**src/rtl/pt_walker.sv**
```systemverilog
module pt_walker #(
  parameter int OFF_W  = 12,
  parameter int VPN_W  = 9,
  parameter int PPN_W  = 44,
  parameter int LEVELS = 3
) (
  input  logic                             clk,
  input  logic                             rst_n,
  input  logic                             req_valid,
  output logic                             req_ready,
  input  logic [OFF_W+LEVELS*VPN_W-1:0]    req_vaddr,
  input  logic [1:0]                       req_kind,
  input  logic                             req_user,
  input  logic [PPN_W-1:0]                 root_ppn,
  output logic                             mem_req_valid,
  input  logic                             mem_req_ready,
  output logic [PPN_W+VPN_W+2:0]           mem_req_addr,
  input  logic                             mem_rsp_valid,
  input  logic [63:0]                      mem_rsp_data,
  output logic                             done_valid,
  output logic                             done_fault,
  output logic [3:0]                       done_cause,
  output logic [PPN_W+OFF_W-1:0]           done_paddr,
  output logic [$clog2(LEVELS)-1:0]        done_size
);
  localparam int VA_W   = OFF_W + LEVELS*VPN_W;
  localparam int PA_W   = PPN_W + OFF_W;
  localparam int LV_W   = $clog2(LEVELS);
  localparam int PPN_LO = 10;
  localparam int RES_LO = PPN_LO + PPN_W;

  typedef enum logic [1:0] {S_IDLE, S_REQ, S_WAIT, S_DONE} state_t;

  state_t            st;
  logic [VA_W-1:0]   va;
  logic [1:0]        kind;
  logic              user;
  logic [LV_W-1:0]   lvl;
  logic [PPN_W-1:0]  tbl;

  wire is_wr = (kind == 2'd1);
  wire is_ex = (kind == 2'd2);
  wire is_rd = !is_wr && !is_ex;

  wire [VPN_W-1:0] vpn_sel = VPN_W'(va >> (OFF_W + int'(lvl)*VPN_W));

  assign req_ready     = (st == S_IDLE);
  assign mem_req_valid = (st == S_REQ);
  assign mem_req_addr  = {tbl, vpn_sel, 3'b000};
  assign done_valid    = (st == S_DONE);

  wire p_v = mem_rsp_data[0];
  wire p_r = mem_rsp_data[1];
  wire p_w = mem_rsp_data[2];
  wire p_x = mem_rsp_data[3];
  wire p_u = mem_rsp_data[4];
  wire p_a = mem_rsp_data[6];
  wire p_d = mem_rsp_data[7];
  wire [PPN_W-1:0] p_ppn = mem_rsp_data[PPN_LO +: PPN_W];
  wire p_resv = |mem_rsp_data[63:RES_LO];
  wire unused_pte_bits = ^{mem_rsp_data[9:8], mem_rsp_data[5]};

  wire is_ptr  = p_v && !p_r && !p_w && !p_x;
  wire bad_enc = !p_v || (p_w && !p_r) || p_resv;

  wire [PPN_W-1:0] lo_mask = ~({PPN_W{1'b1}} << (int'(lvl)*VPN_W));
  wire [PPN_W-1:0] va_pn   = PPN_W'(va[VA_W-1:OFF_W]);
  wire             misal   = |(p_ppn & lo_mask);
  wire [PPN_W-1:0] out_pn  = (p_ppn & ~lo_mask) | (va_pn & lo_mask);

  wire perm_ok    = (is_rd && p_r) || (is_wr && p_w) || (is_ex && p_x);
  wire leaf_fault = !perm_ok || (user && !p_u) || !p_a || (is_wr && !p_d) || misal;
  wire ptr_end    = is_ptr && (lvl == '0);
  wire walk_fault = bad_enc || ptr_end || (!is_ptr && leaf_fault);

  wire [3:0] fault_code = is_ex ? 4'd12 : (is_wr ? 4'd15 : 4'd13);

  always_ff @(posedge clk) begin
    if (!rst_n) begin
      st         <= S_IDLE;
      va         <= '0;
      kind       <= '0;
      user       <= 1'b0;
      lvl        <= '0;
      tbl        <= '0;
      done_fault <= 1'b0;
      done_cause <= '0;
      done_paddr <= '0;
      done_size  <= '0;
    end else begin
      case (st)
        S_IDLE: if (req_valid) begin
          va   <= req_vaddr;
          kind <= req_kind;
          user <= req_user;
          lvl  <= LV_W'(LEVELS-1);
          tbl  <= root_ppn;
          st   <= S_REQ;
        end
        S_REQ: if (mem_req_ready) st <= S_WAIT;
        S_WAIT: if (mem_rsp_valid) begin
          if (walk_fault) begin
            done_fault <= 1'b1;
            done_cause <= fault_code;
            done_paddr <= '0;
            done_size  <= '0;
            st         <= S_DONE;
          end else if (is_ptr) begin
            tbl <= p_ppn;
            lvl <= lvl - 1'b1;
            st  <= S_REQ;
          end else begin
            done_fault <= 1'b0;
            done_cause <= '0;
            done_paddr <= {out_pn, va[OFF_W-1:0]};
            done_size  <= lvl;
            st         <= S_DONE;
          end
        end
        default: st <= S_IDLE;
      endcase
    end
  end

  assert_walk_start_R1: assert property (@(posedge clk) disable iff (!rst_n)
    (req_valid && req_ready) |=> mem_req_valid &&
      mem_req_addr[3 +: VPN_W] == $past(req_vaddr[VA_W-1 -: VPN_W]) &&
      mem_req_addr[PA_W-1 -: PPN_W] == $past(root_ppn));

  assert_addr_hold_R1: assert property (@(posedge clk) disable iff (!rst_n)
    (mem_req_valid && !mem_req_ready) |=> mem_req_valid && $stable(mem_req_addr));

  assert_fault_clear_R4: assert property (@(posedge clk) disable iff (!rst_n)
    (done_valid && done_fault) |-> done_paddr == '0 && done_size == '0 &&
      (done_cause == 4'd12 || done_cause == 4'd13 || done_cause == 4'd15));

  assert_size_range_R3: assert property (@(posedge clk) disable iff (!rst_n)
    (done_valid && !done_fault) |-> int'(done_size) < LEVELS);

  assert_pulse_R11: assert property (@(posedge clk) disable iff (!rst_n)
    done_valid |=> !done_valid && req_ready);

  assert_busy_R11: assert property (@(posedge clk) disable iff (!rst_n)
    (mem_req_valid || done_valid) |-> !req_ready);
endmodule

```
**config.mk**
```make
export PLATFORM = sky130hd
export DESIGN_NAME = pt_walker
export DESIGN_NICKNAME = d
export VERILOG_FILES = /design/src/rtl/pt_walker.sv
export SDC_FILE = /design/constraint.sdc
export NUM_CORES = 1
export LEC_CHECK = 0
export ABC_AREA = 1
export BUFFER_PORTS_ARGS = -buffer_cell sky130_fd_sc_hd__buf_2
export CORE_UTILIZATION = 50
export DETAILED_ROUTE_END_ITERATION = 6
export PLACE_DENSITY_LB_ADDON = 0.12
export SYNTH_ARGS = -nofsm -noshare
export SYNTH_HDL_FRONTEND = slang
export SYNTH_SLANG_ARGS = --single-unit
```
**constraint.sdc**
```tcl
create_clock -name clk -period 3.4 [get_ports clk]
set_input_delay 0.68 -clock clk [delete_from_list [all_inputs] [get_ports clk]]
set_output_delay 0.68 -clock clk [all_outputs]
set_load 0.05 [all_outputs]
```
==> flow_summary.yaml <==
status:
  status: "finished, violations left"
  violations: "design-rule violations"
worst_setup_path:
  end_kind: "primary output"
  cpMostUsedCell: "nand2_1"
  worst_ep_arrival_time_ns: 2.43
  worstPathCellList: "clkinv_1 -> ha_1 -> inv_1 -> buf_4 -> nand2_1 -> or3_1 -> nand2_1 -> buf_2"
  required_ns: 2.72
  crit_buf_inv: 4
  worstSetupStartpointType: "flip-flop"
  critPathTopFamily: "buffers and inverters"
  crit_type: "reg2out"
  critPathMaxStageDelay_ns: 0.40
  crit_fanout: 13
  crit_slowest_cell: "ha_1"
layout:
  final_area_um2: 9580
  multi_input_area_um2: 3920
  mostFrequentLayoutCells: "nand2_1, buf_2, dfxtp_1"
  seq_area_um2: 3020
  drive_gt1_share_pct: 28.5
  nFillCells: 1403
  area_growth_pct: 25.5
  finalNonFillerCells: 1539
  fin_nets: 1500
  layout_commonest_cell: "nand2_1"
grt:
  overflow: 0
  grt_pass1_vias: 7410
  grt_util_all_layers_pct: 31.3
  grt_pass1_wl_mm: 39.0
  antenna_found_initial: 3
  grt_start_max_net_pins: 73
cts:
  cts.clk_slew.worst_paths_ns: 0.06
  cts_resized: 0
  clock_path_buffers: 2
  htreeDepth: 4
  cts_setup_buffers: 0
  clk_latency_ns: 0.43
  cts_sinks: 151
  cts_root_buffer: "clkbuf_16"
  ctsHoldBuffers: 0
  cts_made_buffers: 17
  cts_tree: "built"
detailed_routing:
  highest_layer: "met5"
  via_per_inst: 5.36
  wirelength_mm: 24.5
  first_pass_iters: 7
  ant_nets: 0
  drc: 21
  route.met3.wl_mm: 1.92
  met1_length_mm: 10.9
  num_vias: 8248
  drtIter0Drc: 667
  routedWlPerCell_um: 15.9
  routed-wl-met2_mm: 11.2
floorplanning:
  die_area_um2: 15800
  coreArea_um2: 14700
  rows: 44
  fp.dieH_um: 126
  boundaryPins: 277
  fp.dieW_um: 126
  initial_core_util_pct: 51.9
pwr:
  sequentialPowerShare_pct: 30.0
  switchingPower_mw: 3.27
  p_int_mw: 3.93
  p_leak_nw: 4.37
  ir_worst_vdd_mv: 0.623
  powerDensity_nw_per_um2: 751
  power_frac_clock_pct: 26.7
  combPwrFrac_pct: 43.3
  p_sw_share_pct: 45.5
placed_design:
  io_buffers: 270
  placed_cell_area_um2: 8970
  post-place-ws_ns: 0.720
  hpwl_mm: 17.1
  gp_congestion: 0.879
  dpl.cell_count: 1505
logic_synthesis:
  syn_avg_cell_area_um2: 6.83
  yosys_warnings: 0
  ys_seq_elements: 151
  syn-instance-count: 1117
  ys_types: 45
  synth_area_um2: 7630
  ys_seq_area_share_pct: 39.6
flow_run:
  cap_violations: 0
sta:
  rsz0062_at_grt: "no"
  setup_ws_ns: 0.286
  period_needed_ns: 3.11
  fin_worst_skew_ns: 0.00622
  finalCritPeriodShare_pct: 91.6
  maxSlewHeadroom_pct: 51.1
  setup_viol: 0
  fin_tns_setup_ns: 0
  fmax_mhz: 321
  finalMaxSlewViolations: 0
  final_hold_viol_count: 0
  worst_slew_pin_slew_ns: 0.733
hold_path:
  hp-class: "reg2reg"
## final cells by class
| cell class | count | share of cell area, % |
|---|---|---|
| timing repair buffer | 290 | 16.1 |
| sequential | 151 | 31.5 |
| tap | 184 | 2.40 |
| antenna | 2 | 0.0522 |
| clock inverter | 14 | 1.70 |
| inverter | 69 | 2.76 |
| multi-input combinational | 811 | 40.9 |
| clock buffer | 18 | 4.58 |
## sequential cells by signal, indices dropped and copies added, names as in the netlist
signal,cells
user,1
tbl,44
done_paddr,56
kind,2
lvl,2
done_cause,3
va,39
st,2
done_size,2
## power groups by stage
stage	clock network (mW)	logic [mW]	registers, mW
6_report	1.92	3.12	2.16
5_1_grt	2.03	3.41	2.18
4_1_cts	1.95	3.10	2.15
3_5_place_dp	0	3.08	2.19
3_3_place_gp	0	3.07	2.18
2_1_floorplan	0	1.93	2.58
## path summary, 6_finish.rpt
| path | start | endpoint | slack (ns) | cells after the start |
|---|---|---|---|---|
| max | lvl[0] | mem_req_addr[3] | 0.29 | 8 |
| min | tbl[12] | tbl[12] | 0.46 | 2 |
| max reg2reg | lvl[1] | done_paddr[23] | 0.82 | 12 |
| min reg2reg | tbl[12] | tbl[12] | 0.46 | 2 |
## worst register-to-register path: stages (launching register included)
cell     delay, ns
dfxtp_1       0.33
buf_4         0.26
ha_1          0.32
inv_2         0.17
nand2_4       0.08
nand2_1       0.13
nand3_1       0.10
nor2_2        0.13
nand2_2       0.08
nor2_4        0.10
buf_4         0.46
nand3_1       0.17
a21oi_1       0.17
## per-layer routing
layer | up-vias | track usage, %
li1 | 4139 | -
met4 | 2 | 11.8
met5 | - | 0
met1 | 3710 | 42.4
met2 | 357 | 49.4
met3 | 40 | 5.78
## cells in the mapped netlist (all sizes together)
library cell | n | area, um2
mux2i | 1 | 10.0
clkinv | 1 | 3.75
o21bai | 1 | 7.51
and3 | 1 | 6.26
conb | 1 | 3.75
nor2b | 1 | 6.26
a21boi | 1 | 7.51
nand4 | 3 | 18.8
a31oi | 6 | 37.5
buf | 41 | 282
a211oi | 1 | 7.51
o211ai | 5 | 37.5
a311oi | 1 | 8.76
ha | 5 | 62.6
o22ai | 2 | 12.5
a21oi | 139 | 763
nor3 | 2 | 10.0
dfxtp | 151 | 3020
inv | 68 | 258
nor2 | 77 | 307
nand3 | 121 | 706
a32o | 2 | 20.0
mux2 | 1 | 11.3
a22o | 1 | 8.76
a221oi | 1 | 8.76
o21ai | 129 | 649
o2111ai | 1 | 8.76
clkbuf | 47 | 176
nand2 | 304 | 1160
a32oi | 1 | 8.76
or3 | 1 | 6.26
## logic make-up after synthesis
kind of cell | after synthesis | synth area share, %
other | 1 | 0.0491
adders and majority gates | 5 | 0.820
and+or+nand+nor | 510 | 29.0
AOI/OAI and AO/OA | 291 | 20.8
muxes | 2 | 0.279
buffers and inverters | 157 | 9.43
DFF | 151 | 39.6
## per-stage QoR
stage / utilization, % / hold slack, ns / power (mW)
2_1_floorplan: - / 0.439 / 4.51
3_3_place_gp: 61.0 / 0.446 / 5.26
3_5_place_dp: 61.0 / 0.449 / 5.27
4_1_cts: 65.1 / 0.459 / 7.20
5_1_grt: 65.2 / 0.469 / 7.62
6_report: 65.2 / 0.459 / 7.20
Power figures use the tool's default switching activity.
